==> src/rtl/rngbit_pkg.sv <==
package rngbit_pkg;

  localparam int unsigned ADR_LO   = 0;
  localparam int unsigned ADR_HI   = 1;
  localparam int unsigned ADR_SH   = 2;
  localparam int unsigned ADR_PT   = 3;
  localparam int unsigned ADR_RULE = 4;

  localparam int unsigned RADR_RES  = 0;
  localparam int unsigned RADR_HOT  = 1;
  localparam int unsigned RADR_STAT = 2;

  typedef struct packed {
    logic ldLo;
    logic ldHi;
    logic ldSh;
    logic ldPt;
    logic ldRule;
  } ldStrobe_t;

  typedef enum logic [1:0] {
    SEL_ZERO,
    SEL_RANGE,
    SEL_ONEHOT,
    SEL_STATUS
  } rdSel_t;

endpackage

==> src/rtl/rngbit_ctrl.sv <==
module rngbit_ctrl
  import rngbit_pkg::*;
#(
  parameter int unsigned ADDR_W = 3
) (
  input  logic              clk,
  input  logic              rstN,
  input  logic              wrEn,
  input  logic [ADDR_W-1:0] wrAddr,
  input  logic              rdEn,
  input  logic [ADDR_W-1:0] rdAddr,
  output ldStrobe_t         ld,
  output rdSel_t            rdSel,
  output logic              opsReady
);

  localparam int unsigned NUM_OPS = 4;

  logic [NUM_OPS-1:0] seenOps;
  logic [NUM_OPS-1:0] wrHits;
  logic               clrSeq;

  always_comb begin
    ld        = '0;
    ld.ldLo   = wrEn && (wrAddr == ADDR_W'(ADR_LO));
    ld.ldHi   = wrEn && (wrAddr == ADDR_W'(ADR_HI));
    ld.ldSh   = wrEn && (wrAddr == ADDR_W'(ADR_SH));
    ld.ldPt   = wrEn && (wrAddr == ADDR_W'(ADR_PT));
    ld.ldRule = wrEn && (wrAddr == ADDR_W'(ADR_RULE));
  end

  assign wrHits = {ld.ldPt, ld.ldSh, ld.ldHi, ld.ldLo};
  assign clrSeq = rdEn && (rdAddr == ADDR_W'(RADR_RES));

  always_ff @(posedge clk) begin
    if (!rstN) seenOps <= '0;
    else       seenOps <= (clrSeq ? '0 : seenOps) | wrHits;
  end

  assign opsReady = &seenOps;

  always_comb begin
    rdSel = SEL_ZERO;
    if (rdEn) begin
      if (rdAddr == ADDR_W'(RADR_RES))       rdSel = SEL_RANGE;
      else if (rdAddr == ADDR_W'(RADR_HOT))  rdSel = SEL_ONEHOT;
      else if (rdAddr == ADDR_W'(RADR_STAT)) rdSel = SEL_STATUS;
    end
  end

  AST_CLEAR_ON_READ: assert property (@(posedge clk) disable iff (!rstN)
    (rdEn && rdAddr == ADDR_W'(RADR_RES) && !wrEn) |=> !opsReady);
  AST_READY_NEEDS_WRITE: assert property (@(posedge clk) disable iff (!rstN)
    $rose(opsReady) |-> $past(wrEn));
  AST_HIGH_ADDR_NO_LOAD: assert property (@(posedge clk) disable iff (!rstN)
    (wrEn && wrAddr > ADDR_W'(ADR_RULE)) |-> (ld == '0));

endmodule

==> src/rtl/rngbit_dp.sv <==
module rngbit_dp
  import rngbit_pkg::*;
#(
  parameter int unsigned DATA_W = 32,
  parameter int unsigned VEC_W  = 32
) (
  input  logic              clk,
  input  logic              rstN,
  input  ldStrobe_t         ld,
  input  logic [DATA_W-1:0] wrData,
  input  rdSel_t            rdSel,
  input  logic              opsReady,
  output logic [DATA_W-1:0] rdData
);

  localparam int unsigned SH_W  = $clog2(DATA_W);
  localparam int unsigned IDX_W = $clog2(VEC_W);

  logic [DATA_W-1:0] loBound, hiBound, testPt;
  logic [SH_W-1:0]   shAmt;
  logic [IDX_W-1:0]  ruleIdx;

  logic [DATA_W-1:0] loS, hiS;
  logic              ordered, geLo, leHi, match;
  logic [VEC_W-1:0]  oneHot, rangeWord;

  always_ff @(posedge clk) begin
    if (!rstN) begin
      loBound <= '0;
      hiBound <= '0;
      testPt  <= '0;
      shAmt   <= '0;
      ruleIdx <= '0;
    end else begin
      if (ld.ldLo)   loBound <= wrData;
      if (ld.ldHi)   hiBound <= wrData;
      if (ld.ldSh)   shAmt   <= wrData[SH_W-1:0];
      if (ld.ldPt)   testPt  <= wrData;
      if (ld.ldRule) ruleIdx <= wrData[IDX_W-1:0];
    end
  end

  assign loS     = loBound >> shAmt;
  assign hiS     = hiBound >> shAmt;
  assign ordered = loS < hiS;
  assign geLo    = testPt >= loS;
  assign leHi    = testPt <= hiS;
  assign match   = ~(geLo ^ ordered) & ~(leHi ^ ordered);

  for (genvar b = 0; b < VEC_W; b++) begin : g_dec
    assign oneHot[b] = (ruleIdx == IDX_W'(b));
  end

  assign rangeWord = match ? oneHot : '0;

  always_comb begin
    unique case (rdSel)
      SEL_RANGE:  rdData = DATA_W'(rangeWord);
      SEL_ONEHOT: rdData = DATA_W'(oneHot);
      SEL_STATUS: rdData = DATA_W'(opsReady);
      default:    rdData = '0;
    endcase
  end

  AST_EQUAL_BOUNDS_NO_MATCH: assert property (@(posedge clk) disable iff (!rstN)
    (loS == hiS) |-> !match);
  AST_ORDERED_INSIDE: assert property (@(posedge clk) disable iff (!rstN)
    (loS < hiS && match) |-> (testPt >= loS && testPt <= hiS));
  AST_INVERTED_BETWEEN: assert property (@(posedge clk) disable iff (!rstN)
    (loS > hiS && match) |-> (testPt < loS && testPt > hiS));
  AST_RESULT_WITHIN_ONEHOT: assert property (@(posedge clk) disable iff (!rstN)
    ((rangeWord & ~oneHot) == '0) && ($countones(rangeWord) <= 1));
  AST_RULE_HELD: assert property (@(posedge clk) disable iff (!rstN)
    !ld.ldRule |=> $stable(ruleIdx));

endmodule

==> src/rtl/rngbit_top.sv <==
module rngbit_top
  import rngbit_pkg::*;
#(
  parameter int unsigned DATA_W = 32,
  parameter int unsigned VEC_W  = 32,
  parameter int unsigned ADDR_W = 3
) (
  input  logic              clk,
  input  logic              rstN,
  input  logic              wrEn,
  input  logic [ADDR_W-1:0] wrAddr,
  input  logic [DATA_W-1:0] wrData,
  input  logic              rdEn,
  input  logic [ADDR_W-1:0] rdAddr,
  output logic [DATA_W-1:0] rdData
);

  ldStrobe_t ld;
  rdSel_t    rdSel;
  logic      opsReady;

  rngbit_ctrl #(.ADDR_W(ADDR_W)) ctrl_i (
    .clk(clk), .rstN(rstN), .wrEn(wrEn), .wrAddr(wrAddr),
    .rdEn(rdEn), .rdAddr(rdAddr), .ld(ld), .rdSel(rdSel), .opsReady(opsReady)
  );

  rngbit_dp #(.DATA_W(DATA_W), .VEC_W(VEC_W)) dp_i (
    .clk(clk), .rstN(rstN), .ld(ld), .wrData(wrData),
    .rdSel(rdSel), .opsReady(opsReady), .rdData(rdData)
  );

endmodule

==> config.mk <==
export PLATFORM = sky130hd
export DESIGN_NAME = rngbit_top
export DESIGN_NICKNAME = d
export VERILOG_FILES = /design/src/rtl/rngbit_pkg.sv /design/src/rtl/rngbit_ctrl.sv /design/src/rtl/rngbit_dp.sv /design/src/rtl/rngbit_top.sv
export SDC_FILE = /design/constraint.sdc
export NUM_CORES = 1
export LEC_CHECK = 0
export CAP_MARGIN = 20
export CORE_MARGIN = 2
export CORE_UTILIZATION = 54
export DETAILED_ROUTE_END_ITERATION = 8
export DONT_BUFFER_PORTS = 1
export GPL_ROUTABILITY_DRIVEN = 0
export PLACE_DENSITY = 0.7
export SYNTH_ARGS = -nofsm -noshare
export SYNTH_HDL_FRONTEND = slang
export SYNTH_SLANG_ARGS = --single-unit
==> constraint.sdc <==
create_clock -name clk -period 6.3 [get_ports clk]
set_input_delay 0.945 -clock clk [delete_from_list [all_inputs] [get_ports clk]]
set_output_delay 0.945 -clock clk [all_outputs]
set_load 0.005 [all_outputs]
==> flow_summary.rst <==
.. list-table::
   :header-rows: 1

   * - Metric
     - Value
   * - Flip-flop and latch count after synthesis
     - 110
   * - Number of slew-limit violations in the final report
     - 0
   * - Placement row count
     - 49
   * - Buffers and inverters on the worst path
     - 1
   * - Number of warning messages in the yosys log
     - 0
   * - Clock tree from TritonCTS
     - built
   * - CP Data Required Time
     - 5.35 ns
   * - Shortest period the worst path allows
     - 6.028 ns
   * - DR vias/cell
     - 6.288
   * - Area growth syn-to-layout
     - 4.811%
   * - H-tree levels
     - 3
   * - Critical path cell sequence
     - buf_4, mux2i_1, or3_1, or2_2, ha_1, and3_1, nand4_1, or4_1, or4_1, o21a_1, or4_1, o211a_4, nor4_1
   * - Relative slew slack
     - 0.5220
   * - Total setup violations reported at the end of the flow
     - 0
   * - Die span in y
     - 138.8 µm
   * - Pre-CTS setup slack
     - 0.3571 ns
   * - WL final
     - 29.80 mm
   * - Antenna Violating Nets Remaining
     - 0
   * - Starting density of the core
     - 0.5477
   * - Clock root buffer master
     - sky130_fd_sc_hd__clkbuf_16
   * - Synthesized instance count
     - 1265
   * - Max Cap Viol
     - 0
   * - Most instantiated library cell after synthesis
     - sky130_fd_sc_hd__nand2_1
   * - Layout cells sized above 1
     - 0.09473
   * - Reported leakage power
     - 3.981 nW
   * - Ratio of final minimum period to clock period
     - 0.9568
   * - Post-detailed-route wirelength per cell
     - 20.65 µm
   * - Initial antenna violation count
     - 0
   * - Category of the worst setup path launch point
     - flop
   * - Vias
     - about 9k
   * - Global-route total usage across every layer
     - 0.3066
   * - First-pass GRT wire length
     - 46.97 mm
   * - Diode count
     - 0
   * - Library cell with the largest summed area after synthesis
     - sky130_fd_sc_hd__dfxtp_1
   * - Maximum clock frequency
     - 0.1659 GHz
   * - Placeable core region
     - 0.01790 mm²
   * - Setup repair after global routing missed its margin
     - false
   * - Die area
     - 0.01925 mm²
   * - Accumulated negative setup slack
     - 0 ns
   * - Top-level port count
     - 74
   * - Drt first-iter violations
     - 898
   * - Worst reg2reg setup slack
     - 4.93 ns
   * - Cell total after placement
     - around 1.4k
   * - Category of the most critical setup path
     - flop to output port
   * - Number of buffers created by CTS
     - 9
   * - Number of nets produced by synthesis
     - 1402
   * - Most repeated library cell on the critical path
     - sky130_fd_sc_hd__or4_1
   * - Post-Syn Area per Cell
     - 7.752 µm²
   * - Worst vdd rail ir drop
     - 135.4 µV
   * - Synth cell types
     - 59
   * - Number of hold buffers added after cts
     - 0
   * - Clk_skew
     - 0 ns
   * - Residual overflow from global routing
     - 0
   * - Number of cells in the finished layout apart from fillers
     - 1443
   * - Final worst hold slack
     - roughly 0.48 ns
   * - Sequential fraction of the synthesis area
     - 0.2246
   * - Sequential cell area in the final layout
     - 0.002211 mm²
   * - Maximum number of pins on one net before global-route repair
     - 111
   * - Async set or reset register ratio after synthesis
     - 0
   * - Port buffer count
     - 0
   * - Dominant delay contributor by cell family on the critical path
     - simple AND/OR/NAND/NOR gates
   * - Crit end category
     - output port
   * - Number of flops mapped to enable cells by yosys
     - 0
   * - Multi-input combinational cell area
     - 0.007106 mm²
   * - Measured slew at the worst slew-check pin
     - ~0.72 ns
   * - NumNets Final
     - 1346
   * - Insertion delay of the later-clocked pin in the worst-skew pair
     - 0.36 ns
   * - Top_reg_cell synth
     - sky130_fd_sc_hd__dfxtp_1
   * - Worst-path fanout max
     - 32
   * - Fin. Hold Viols
     - 0
   * - Worst Setup Slack, final
     - 0.2722 ns
   * - Ratio of total power to cell area
     - 164.4 mW/mm²
   * - Clk buf depth
     - 2
   * - Data arrival, critical path
     - roughly 5.1 ns
   * - Master of the slowest instance on the critical path
     - sky130_fd_sc_hd__or4_1
   * - Result of the run
     - complete, no violations
   * - Pre-Repair DR Iteration Count
     - 8
   * - Total DRC errors in the routed layout
     - 0
   * - Most frequent cells after synthesis
     - 306 x sky130_fd_sc_hd__nand2_1, 110 x sky130_fd_sc_hd__dfxtp_1, 97 x sky130_fd_sc_hd__a21boi_0, 95 x sky130_fd_sc_hd__ha_1, 83 x sky130_fd_sc_hd__a21oi_1
   * - Number of inserted filler cells in the final layout
     - 1648
   * - Cells taking the most area after synthesis
     - sky130_fd_sc_hd__dfxtp_1 22%, sky130_fd_sc_hd__ha_1 12%, sky130_fd_sc_hd__nand2_1 12%
   * - Peak per-stage delay on the critical path
     - 0.62 ns
   * - Clock sink count
     - 110
   * - Clock slew seen by the registers of the worst setup and hold paths
     - 0.08 ns
   * - Post-DP HPWL
     - 23.19 mm
   * - Vias in the first global route
     - 8602
   * - Cell Area, Synth
     - about 0.0098 mm²
   * - Top-area cell type share of the netlist area
     - 0.2246
   * - Width of the die
     - about 140 µm
   * - Path category of the worst min-delay check
     - flop to flop
## per-layer routing
metal | routed length (µm) | global-route usage | vias to the layer above
li1 | - | - | 4381
met1 | 12450 | 0.4053 | 4232
met2 | 13780 | 0.5023 | 408
met3 | 2691 | 0.06043 | 53
met4 | 875 | 0.1090 | 0
met5 | 0 | 0 | -
## path summary, 6_finish.rpt
kind,endpoint,cells after the start,from
setup / recovery,rdData[27],13,dp_i.shAmt[0]
hold / removal,dp_i.testPt[0],2,dp_i.testPt[0]
hold reg to reg,dp_i.testPt[0],2,dp_i.testPt[0]
setup reg to reg,dp_i.shAmt[2],3,dp_i.shAmt[2]
## report_power, final
group	internal, mW	switching (mW)
combinational	0.143	0.206
sequential	0.709	0.0217
clock	0.326	0.284
total	1.18	0.511
## layout by cell type, fill, tap and decap left out, types with 16 or more instances in the layout
cell	count
sky130_fd_sc_hd__nand2_1	306
sky130_fd_sc_hd__dfxtp_1	107
sky130_fd_sc_hd__a21boi_0	97
sky130_fd_sc_hd__ha_1	95
sky130_fd_sc_hd__a21oi_1	83
sky130_fd_sc_hd__nor2_1	66
sky130_fd_sc_hd__mux2i_1	57
sky130_fd_sc_hd__inv_1	39
sky130_fd_sc_hd__o21ai_0	37
sky130_fd_sc_hd__mux4_2	33
sky130_fd_sc_hd__mux2_2	21
sky130_fd_sc_hd__nor2b_1	19
sky130_fd_sc_hd__buf_4	17
sky130_fd_sc_hd__nor3_1	16
## flip-flops by register name, indices dropped and copies added (netlist names)
register / count
dp_i.ruleIdx: 5
dp_i.shAmt: 5
ctrl_i.seenOps: 4
dp_i.loBound: 32
dp_i.testPt: 32
dp_i.hiBound: 32
## repair_timing
item,4_1_cts,5_1_grt
buffers inserted,0,3
cloned,0,0
endpoints found under the setup margin,5,32
gates resized for setup,1,6
## cell families (layout without fill, tap and decap cells)
family | count (synthesis) | count (layout) | share of synthesized area
simple gates | 513 | 513 | 0.2371
compound gates | 306 | 306 | 0.2066
buf+inv | 130 | 79 | 0.05244
mux | 111 | 111 | 0.1581
flops | 110 | 110 | 0.2246
fa+ha+maj | 95 | 95 | 0.1212
## worst reg2reg max path, cell delays in order, from the launching register on
cell and delay (ns):
sky130_fd_sc_hd__dfxtp_2 0.66, sky130_fd_sc_hd__buf_4 0.42, sky130_fd_sc_hd__mux2i_1 0.12, sky130_fd_sc_hd__nor2b_1 0.11
## area by class of cell
cell class              instances  area share
clock buffers                  10     0.02325
clock inverters                 6    0.007670
inverters                      42     0.01595
multi-input cells            1025      0.6914
flip-flops and latches        110      0.2151
well taps                     229     0.02788
repair buffers                 21     0.01875
## stage by stage
step / power (mW) / area (µm²) / utilization
5_1_grt: 1.757 / 10280 / 0.5741
3_5_place_dp: 1.081 / 9874 / 0.5516
6_report: 1.689 / 10280 / 0.5741
4_1_cts: 1.686 / 10200 / 0.5695
2_1_floorplan: 1.006 / 9806 / -
3_3_place_gp: 1.075 / 9874 / 0.5516
Note: power is estimated with default switching activity, not from simulation.
